--- src/rtl/bus_supervisor_pkg.sv ---
package bus_supervisor_pkg;

  typedef enum logic [1:0] {
    WD_LONG  = 2'b00,
    WD_MID   = 2'b01,
    WD_SHORT = 2'b10,
    WD_OFF   = 2'b11
  } wd_sel_e;

  // Period in milliseconds for a select code; zero means disabled.
  function automatic int unsigned wd_period_ms(wd_sel_e code, int unsigned long_ms,
                                               int unsigned mid_ms, int unsigned short_ms);
    case (code)
      WD_LONG:  return long_ms;
      WD_MID:   return mid_ms;
      WD_SHORT: return short_ms;
      default:  return 0;
    endcase
  endfunction

endpackage

--- src/rtl/ms_prescaler.sv ---
module ms_prescaler #(
  parameter int unsigned CLKS_PER_MS = 50000
) (
  input  logic clk,
  input  logic rst,
  output logic tick
);
  localparam int unsigned CW = (CLKS_PER_MS > 1) ? $clog2(CLKS_PER_MS) : 1;
  localparam logic [CW-1:0] LAST = CW'(CLKS_PER_MS - 1);

  logic [CW-1:0] cnt;

  always_ff @(posedge clk) begin
    if (rst) begin
      cnt  <= '0;
      tick <= 1'b0;
    end else if (cnt == LAST) begin
      cnt  <= '0;
      tick <= 1'b1;
    end else begin
      cnt  <= cnt + 1'b1;
      tick <= 1'b0;
    end
  end
endmodule

--- src/rtl/start_detect.sv ---
module start_detect #(
  parameter int unsigned SYNC_STAGES = 2
) (
  input  logic clk,
  input  logic rst,
  input  logic scl_in,
  input  logic sda_in,
  output logic start_pulse
);
  logic [SYNC_STAGES-1:0] scl_pipe;
  logic [SYNC_STAGES-1:0] sda_pipe;
  logic                   sda_prev;
  logic                   scl_s;
  logic                   sda_s;

  assign scl_s = scl_pipe[SYNC_STAGES-1];
  assign sda_s = sda_pipe[SYNC_STAGES-1];

  // Idle bus is high on both lines; reset to that so no false START.
  always_ff @(posedge clk) begin
    if (rst) begin
      scl_pipe    <= '1;
      sda_pipe    <= '1;
      sda_prev    <= 1'b1;
      start_pulse <= 1'b0;
    end else begin
      scl_pipe    <= {scl_pipe[SYNC_STAGES-2:0], scl_in};
      sda_pipe    <= {sda_pipe[SYNC_STAGES-2:0], sda_in};
      sda_prev    <= sda_s;
      start_pulse <= scl_s && sda_prev && !sda_s;
    end
  end

  // a START yields a single-cycle pulse
  assert_single_pulse_R11: assert property (@(posedge clk) disable iff (rst)
    start_pulse |=> !start_pulse);
endmodule

--- src/rtl/wd_counter.sv ---
module wd_counter
  import bus_supervisor_pkg::*;
#(
  parameter int unsigned WD_LONG_MS  = 1400,
  parameter int unsigned WD_MID_MS   = 600,
  parameter int unsigned WD_SHORT_MS = 200
) (
  input  logic       clk,
  input  logic       rst,
  input  logic       tick,
  input  logic       kick,
  input  logic       hold_active,
  input  logic [1:0] wd_sel,
  output logic       expire
);
  localparam int unsigned MAXP = (WD_LONG_MS > WD_MID_MS) ?
      ((WD_LONG_MS > WD_SHORT_MS) ? WD_LONG_MS : WD_SHORT_MS) :
      ((WD_MID_MS > WD_SHORT_MS) ? WD_MID_MS : WD_SHORT_MS);
  localparam int unsigned CW = $clog2(MAXP + 1);

  logic [CW-1:0] cnt;
  logic [CW-1:0] last;
  logic          enabled;
  logic          at_end;

  always_comb begin
    last    = CW'(wd_period_ms(wd_sel_e'(wd_sel), WD_LONG_MS, WD_MID_MS, WD_SHORT_MS) - 1);
    enabled = (wd_sel_e'(wd_sel) != WD_OFF);
    at_end  = (cnt >= last);
  end

  always_ff @(posedge clk) begin
    if (rst) begin
      cnt    <= '0;
      expire <= 1'b0;
    end else begin
      expire <= 1'b0;
      if (hold_active || kick || !enabled) begin
        cnt <= '0;
      end else if (tick) begin
        if (at_end) begin
          cnt    <= '0;
          expire <= 1'b1;
        end else begin
          cnt <= cnt + 1'b1;
        end
      end
    end
  end

  // no count accumulates while reset is held
  assert_cleared_in_hold_R8: assert property (@(posedge clk) disable iff (rst)
    hold_active |=> (cnt == '0) && !expire);
  // a disabled watchdog never expires
  assert_disabled_quiet_R6: assert property (@(posedge clk) disable iff (rst)
    (wd_sel == 2'b11) && $past(wd_sel == 2'b11) |-> !expire);
endmodule

--- src/rtl/reset_hold.sv ---
module reset_hold #(
  parameter int unsigned HOLD_MS = 200
) (
  input  logic clk,
  input  logic rst,
  input  logic tick,
  input  logic supply_ok,
  input  logic wd_expire,
  output logic active
);
  localparam int unsigned CW = $clog2(HOLD_MS + 1);
  localparam logic [CW-1:0] LAST = CW'(HOLD_MS - 1);

  logic [CW-1:0] cnt;

  always_ff @(posedge clk) begin
    if (rst) begin
      active <= 1'b1;
      cnt    <= '0;
    end else if (!supply_ok || wd_expire) begin
      active <= 1'b1;
      cnt    <= '0;
    end else if (active && tick) begin
      if (cnt == LAST) begin
        active <= 1'b0;
        cnt    <= '0;
      end else begin
        cnt <= cnt + 1'b1;
      end
    end
  end

  // low supply forces reset on the next edge
  assert_supply_low_R2: assert property (@(posedge clk) disable iff (rst)
    !supply_ok |=> active);
  // release happens only with a good supply and on a tick
  assert_release_ok_R3: assert property (@(posedge clk) disable iff (rst)
    $fell(active) |-> $past(supply_ok) && $past(tick));
  // a watchdog expiry asserts reset
  assert_expire_resets_R7: assert property (@(posedge clk) disable iff (rst)
    wd_expire |=> active);
endmodule

--- src/rtl/bus_supervisor.sv ---
module bus_supervisor #(
  parameter int unsigned CLKS_PER_MS = 50000,
  parameter int unsigned HOLD_MS     = 200,
  parameter int unsigned WD_LONG_MS  = 1400,
  parameter int unsigned WD_MID_MS   = 600,
  parameter int unsigned WD_SHORT_MS = 200,
  parameter bit          ACTIVE_LOW  = 1'b1
) (
  input  logic       clk,
  input  logic       rst,
  input  logic       supply_ok,
  input  logic [1:0] wd_sel,
  input  logic       scl_in,
  input  logic       sda_in,
  output logic       sys_reset,
  output logic       xfer_abort
);
  logic tick;
  logic kick;
  logic expire;
  logic active;

  ms_prescaler #(.CLKS_PER_MS(CLKS_PER_MS)) u_tick (
    .clk(clk), .rst(rst), .tick(tick)
  );

  start_detect #(.SYNC_STAGES(2)) u_start (
    .clk(clk), .rst(rst), .scl_in(scl_in), .sda_in(sda_in), .start_pulse(kick)
  );

  wd_counter #(
    .WD_LONG_MS(WD_LONG_MS), .WD_MID_MS(WD_MID_MS), .WD_SHORT_MS(WD_SHORT_MS)
  ) u_wd (
    .clk(clk), .rst(rst), .tick(tick), .kick(kick), .hold_active(active),
    .wd_sel(wd_sel), .expire(expire)
  );

  reset_hold #(.HOLD_MS(HOLD_MS)) u_hold (
    .clk(clk), .rst(rst), .tick(tick), .supply_ok(supply_ok),
    .wd_expire(expire), .active(active)
  );

  assign xfer_abort = active;

  generate
    if (ACTIVE_LOW) begin : g_low
      assign sys_reset = ~active;
    end else begin : g_high
      assign sys_reset = active;
    end
  endgenerate

  // reset is held between ticks while the supply stays good
  assert_hold_steady_R3: assert property (@(posedge clk) disable iff (rst)
    active && supply_ok && !tick && !expire |=> active);
endmodule

--- config.mk ---
export PLATFORM = sky130hd
export DESIGN_NAME = bus_supervisor
export DESIGN_NICKNAME = d
export VERILOG_FILES = /design/src/rtl/bus_supervisor_pkg.sv /design/src/rtl/ms_prescaler.sv /design/src/rtl/start_detect.sv /design/src/rtl/wd_counter.sv /design/src/rtl/reset_hold.sv /design/src/rtl/bus_supervisor.sv
export SDC_FILE = /design/constraint.sdc
export NUM_CORES = 1
export LEC_CHECK = 0
export ABC_AREA = 1
export BUFFER_PORTS_ARGS = -buffer_cell sky130_fd_sc_hd__buf_2
export CAP_MARGIN = 10
export CORE_MARGIN = 10
export CORE_UTILIZATION = 54
export CTS_CLUSTER_SIZE = 30
export DETAILED_ROUTE_END_ITERATION = 10
export PLACE_DENSITY = 0.71
export SYNTH_ARGS = -nofsm -noshare
export SYNTH_HDL_FRONTEND = slang
export SYNTH_HIERARCHICAL = 1
export SYNTH_SLANG_ARGS = --single-unit
--- constraint.sdc ---
create_clock -name clk -period 1.9 [get_ports clk]
set_input_delay 0.19 -clock clk [delete_from_list [all_inputs] [get_ports clk]]
set_output_delay 0.19 -clock clk [all_outputs]
set_load 0.01 [all_outputs]
# After elaboration in Yosys (flattened, before gate mapping)
# Index checks and enable logic that the tools add are counted.
[word_totals]
input_bits = 7
output_inout_bits = 2
elab_cells = 42
regBits = 44
[classes]
eq_ne = 5
n_lt_le_gt_ge = 1
n_reduce_logical = 15
add_sub_neg = 4
mux = 5
n_bitwise = 2
[ops]
columns = ["cell", "n"]
rows = [
  ["$pmux W11 S3", 1],
  ["$add A16 B1 Y16 const B", 1],
  ["$eq A16 B16 Y1 const B", 1],
  ["$add A11 B1 Y11 const B", 1],
  ["$ge A11 B11 Y1", 1],
  ["$mux W11", 1],
  ["$sub A11 B1 Y11 const B", 1],
  ["$add A8 B1 Y8 const B", 1],
  ["$eq A8 B8 Y1 const B", 1],
  ["$mux W8", 1],
  ["$reduce_or A2 Y1", 3],
  ["$logic_and A1 B1 Y1", 3],
  ["$logic_not A1 Y1", 3],
  ["$logic_or A1 B1 Y1", 3],
  ["$reduce_or A3 Y1", 1],
  ["$eq A2 B1 Y1 const B", 1],
  ["$eq A2 B2 Y1 const B", 1],
  ["$logic_not A2 Y1", 1],
  ["$mux W1", 2],
  ["$ne A2 B2 Y1 const B", 1],
  ["$not A1 Y1", 2],
  ["$reduce_and A2 Y1", 1],
]

# Longest topological paths before layout
[depth]
word_depth = 5
mapped_depth = 11
ltp_nobuf = 11

# Modules after synthesis
# The synthesis kept the hierarchy.
[by_module_without_submodules]
columns = ["module", "n_inst", "cells_per_inst", "area_per_inst_um2", "seq_area_each_um2"]
rows = [
  ["ms_prescaler", 1, 134, 928.4, 340.3],
  ["wd_counter", 1, 109, 819.5, 240.2],
  ["reset_hold", 1, 66, 476.7, 180.2],
  ["start_detect", 1, 15, 163.9, 120.1],
  ["bus_supervisor", 1, 1, 3.8, 0.0],
]

# Least setup slack after synthesis
# Ideal clock, no wire load.
[synth_path]
kind = "input to register"
from = "in wd_sel[0]"
to = "reg u_wd.cnt[8]"
cell_stages = 11
t_required_ps = 1783
setup_time_ps = 117
arrival_ps = 1421
path_slack_ps = 362
path_buffers = 0
cell_sequence = "inv_1 ha_1 inv_1 ha_1 nand2_1 nor2_1 nand3_1 nand3_1 nand2_1 nand2_2 nor2_1"
[synth_via]
elab_chain_len = 5
elab_cells_between_ends = 11
classes_between = "add/sub: 1; order compare: 1; eq/ne: 3; mux: 2; reduce/logical: 4"
[synth_lines]
columns = ["item", "line", "text"]
rows = [
  ["from (decl)", "bus_supervisor.sv:12", "input logic [1:0] wd_sel,"],
  ["$eq A2 B2 Y1 (tied with other cells)", "bus_supervisor_pkg.sv:13", "case (code)"],
  ["$pmux W11 S3", "bus_supervisor_pkg.sv:13", ""],
  ["$sub A11 B1 Y11", "wd_counter.sv:27", "last = CW'(wd_period_ms(wd_sel_e'(wd_sel), WD_LONG_MS, WD_MID_MS, WD_SHORT_MS) - 1);"],
  ["$ge A11 B11 Y1", "wd_counter.sv:29", "at_end = (cnt >= last);"],
  ["$mux W11", "wd_counter.sv:41", "if (at_end) begin"],
  ["to (signal assigned)", "wd_counter.sv:45", "cnt <= cnt + 1'b1;"],
  ["to (decl)", "wd_counter.sv:21", "logic [CW-1:0] cnt;"],
]
# Parallel ways exist; a longest one is shown, timed or not.
# A chain may end at the register's enable or synchronous reset.

# Worst setup path in the final report
# Same ends and word-level chain as after synthesis.

==> results.md <==
- Max Fanout on Critical Path: 9
- TritonCTS buffer count: 5
- Post-synthesis sequential area ratio: 36.8%
- Slew @ Worst Pin: 0.467 ns
- Post-route ant nets: 0
- Port Buffer Count: 8
- Top cell type by total area after synthesis: dfxtp_1
- DR DRC count: 0
- Cts hold-fix bufs: 0
- Vias: 1897
- Worst EP arrival: 1.76 ns
- Layout cells sized above 1: 17.1%
- Clock sink count: 44
- Largest net degree at the start of global routing: 17
- Fin crit share: 83.1%
- Setup TNS: 0 ns
- Netlist Area Pre-Place: 2390 um2
- Max Cap Violations: 0
- Ys flop type: dfxtp_1
- FF+latch area: 881 um2
- Initial core utilization: 55.3%
- Setup crit end kind: flop
- Fill count: 428
- Power density over cell area: 621 nW/um2
- Final setup violation count: 0
- Lkg Pwr: 1.02 nW
- Critical path type: input pin to flop
- Critical Path RT: 2.08 ns
- Synth warnings: 6
- Mapped Cells: 325
- Commonest cells post-synth: nand2_1, nor2_1, inv_1, dfxtp_1, nand3_1
- CTS clk-pin slew, worst paths: 0.08 ns
- Outcome: finished clean
- Nets: 357
- Antenna Diode Count: 0
- Seq cells post-synth: 44
- DP Worst Slack: 0.0404 ns
- DIE WIDTH: 86.6 um
- Synth top area share: 36.8%
- Max Clock Skew: 0.00939 ns
- Fin. Hold Viols: 0
- Reg2reg start: u_wd/cnt[8]$_SDFFE_PP0P_
- Post-layout min period: 1.58 ns
- RSZ-0062 raised after global routing: no
- Skew-Pair Late Insertion Delay: 0.29 ns
- Hold Path Origin: sda_in
- Via density per instance: 4.85
- FMAX: 634 MHz
- Initial drt markers: 58
- Post-synth cell types: 32
- Buf+Inv Stages, Crit Path: 3
- Row cnt: 24
- Slew margin rel.: 68.6%
- Synth area leaders: dfxtp_1, nand2_1, nor2_1
- Number of global-route vias before repair: 1780
- Slowest CP cell: ha_1
- GPL Wtd Cong: 0.810
- Max Buffers Root-to-Sink: 2
- Hold Path Class: input pin to flop
- FFs w/ async S/R, synth: 0%
- Post-CTS Setup Inserts: 0
- Top-count cell post-synth: nand2_1
- Tot GR Track Use: 11.8%
- DRT Pass-1 Iters: 4
- CP max stage delay: 0.30 ns
- Initial antenna violation count: 0
- Worst Setup SP: wd_sel[0]
- Routed length per instance: 10.5 um
- Area growth, synth to finish: 6.96%
- Die height: 86.6 um
- Hpwl dp: 3.24 mm
- CTS root buf: clkbuf_8
- Startpoint type of the worst setup path: input pin
- EDFF count, synth: 0
- Final slew viol count: 0
- Delay-heaviest family, CP: simple AND/OR/NAND/NOR gates
- Syn_area_per_cell: 7.36 um2
- Area of the die: 7490 um2
- Mapped Nets: 344
- Final WS setup: 0.321 ns
- Core ar.: 4320 um2
- Total gr overflow: 0
- CTS tree: built
- Crit-path cells: buf_2 > inv_1 > ha_1 > inv_1 > ha_1 > nand2_1 > nor2_1 > nand3_1 > nand3_1 > nand2_1 > nand2_2 > nor2_1
- Area of the multi-input gates: 1300 um2
- Number of I/O pins: 9
- Global-route wire length before repair: 7.54 mm
- Post_cts resized: 0
- # H-tree levels: 2
- Peak supply drop: 332 uV
- Drt total wl: 4.11 mm
-- through the flow --
step / power, W / hold slack [ns] / utilization, % / std cells / cell area [um2]
floorplan: 0.00101 / 0.262 / - / 325 / 2390
global placement: 0.00102 / 0.376 / 57.0 / 383 / 2470
detailed placement: 0.00103 / 0.378 / 57.0 / 383 / 2470
CTS: 0.00162 / 0.0631 / 59.2 / 391 / 2560
global route: 0.00166 / 0.0665 / 59.2 / 391 / 2560
finish: 0.00159 / 0.0772 / 59.2 / 391 / 2560
-- final cells by class --
| class | count | share of cell area [%] |
|---|---|---|
| Inverter | 49 | 7.19 |
| Timing Repair Buffer | 8 | 1.56 |
| Sequential cell | 44 | 34.4 |
| Clock buffer | 6 | 3.23 |
| Tap cell | 52 | 2.54 |
| Clock inverter | 2 | 0.391 |
| Multi-Input combinational cell | 230 | 50.7 |
-- where the power goes --
group / leakage [nW] / switching (W) / total [W] / internal [W]
registers: 0.356 / 0.00000630 / 0.000938 / 0.000932
clock network: 0.0510 / 0.000296 / 0.000586 / 0.000290
logic: 0.610 / 0.0000403 / 0.0000657 / 0.0000254
total: 1.02 / 0.000342 / 0.00159 / 0.00125
-- metal layers --
layer	share of wire [%]	global-route usage [%]	vias to the layer above	wire length, um
met5	0	0	-	0
met4	1.5	3.53	0	60
met3	4.4	3.56	6	179
met2	46	19.6	24	1900
met1	48	14.3	832	1970
li1	-	-	1035	-
-- state kept, by name (all words and copies together), names as in the netlist --
| register | count |
|---|---|
| u_start/scl_pipe | 2 |
| u_start/start_pulse | 1 |
| u_hold/active | 1 |
| u_start/sda_pipe | 2 |
| u_start/sda_prev | 1 |
| u_wd/expire | 1 |
| u_tick/tick | 1 |
| u_hold/cnt | 8 |
| u_tick/cnt | 16 |
| u_wd/cnt | 11 |
-- worst reg2reg max path, stage by stage, from the launching register on --
cell and delay, ns:
dfxtp_1 0.36, ha_1 0.31, nand3_1 0.09, nor2_1 0.15, nand3_1 0.09, nand3_1 0.09
nand2_1 0.10, nand2_2 0.18, nor2_1 0.07
-- logic make-up after synthesis --
logic type                 count (synthesis)  synth area share [%]
adders and majority gates                 12                  6.28
AOI/OAI and AO/OA                         17                  4.45
and+or+nand+nor                          188                  38.6
xor gates and xnor gates                  11                  4.03
muxes                                      2                 0.837
buffers and inverters                     51                  9.00
DFF                                       44                  36.8
-- cells in the final DEF, fill, tap and decap left out, types with 3 or more instances in the layout --
| cell | synthesis | layout |
|---|---|---|
| nand2_2 | 7 | 7 |
| inv_1 | 45 | 45 |
| nor2_2 | 14 | 14 |
| xor2_1 | 9 | 9 |
| nand2_1 | 69 | 69 |
| nand4_1 | 7 | 7 |
| nor2_1 | 48 | 48 |
| dfxtp_1 | 44 | 44 |
| nand3_1 | 24 | 24 |
| clkbuf_8 | 0 | 6 |
| nor2_4 | 3 | 3 |
| inv_2 | 4 | 4 |
| or2_1 | 4 | 4 |
| buf_2 | 0 | 8 |
| nand3_2 | 4 | 4 |
| a21oi_1 | 9 | 9 |
| ha_1 | 12 | 12 |
-- final timing paths --
path	to	slack, ns	depth (start not counted)
max	u_wd/cnt[8]$_SDFFE_PP0P_	0.32	12
min	u_start/sda_pipe[0]$_SDFF_PP1_	0.08	2
max reg2reg	u_wd/cnt[8]$_SDFFE_PP0P_	0.36	8
min reg2reg	u_start/start_pulse$_SDFF_PP0_	0.42	2
Note: power is estimated with default switching activity, not from simulation.
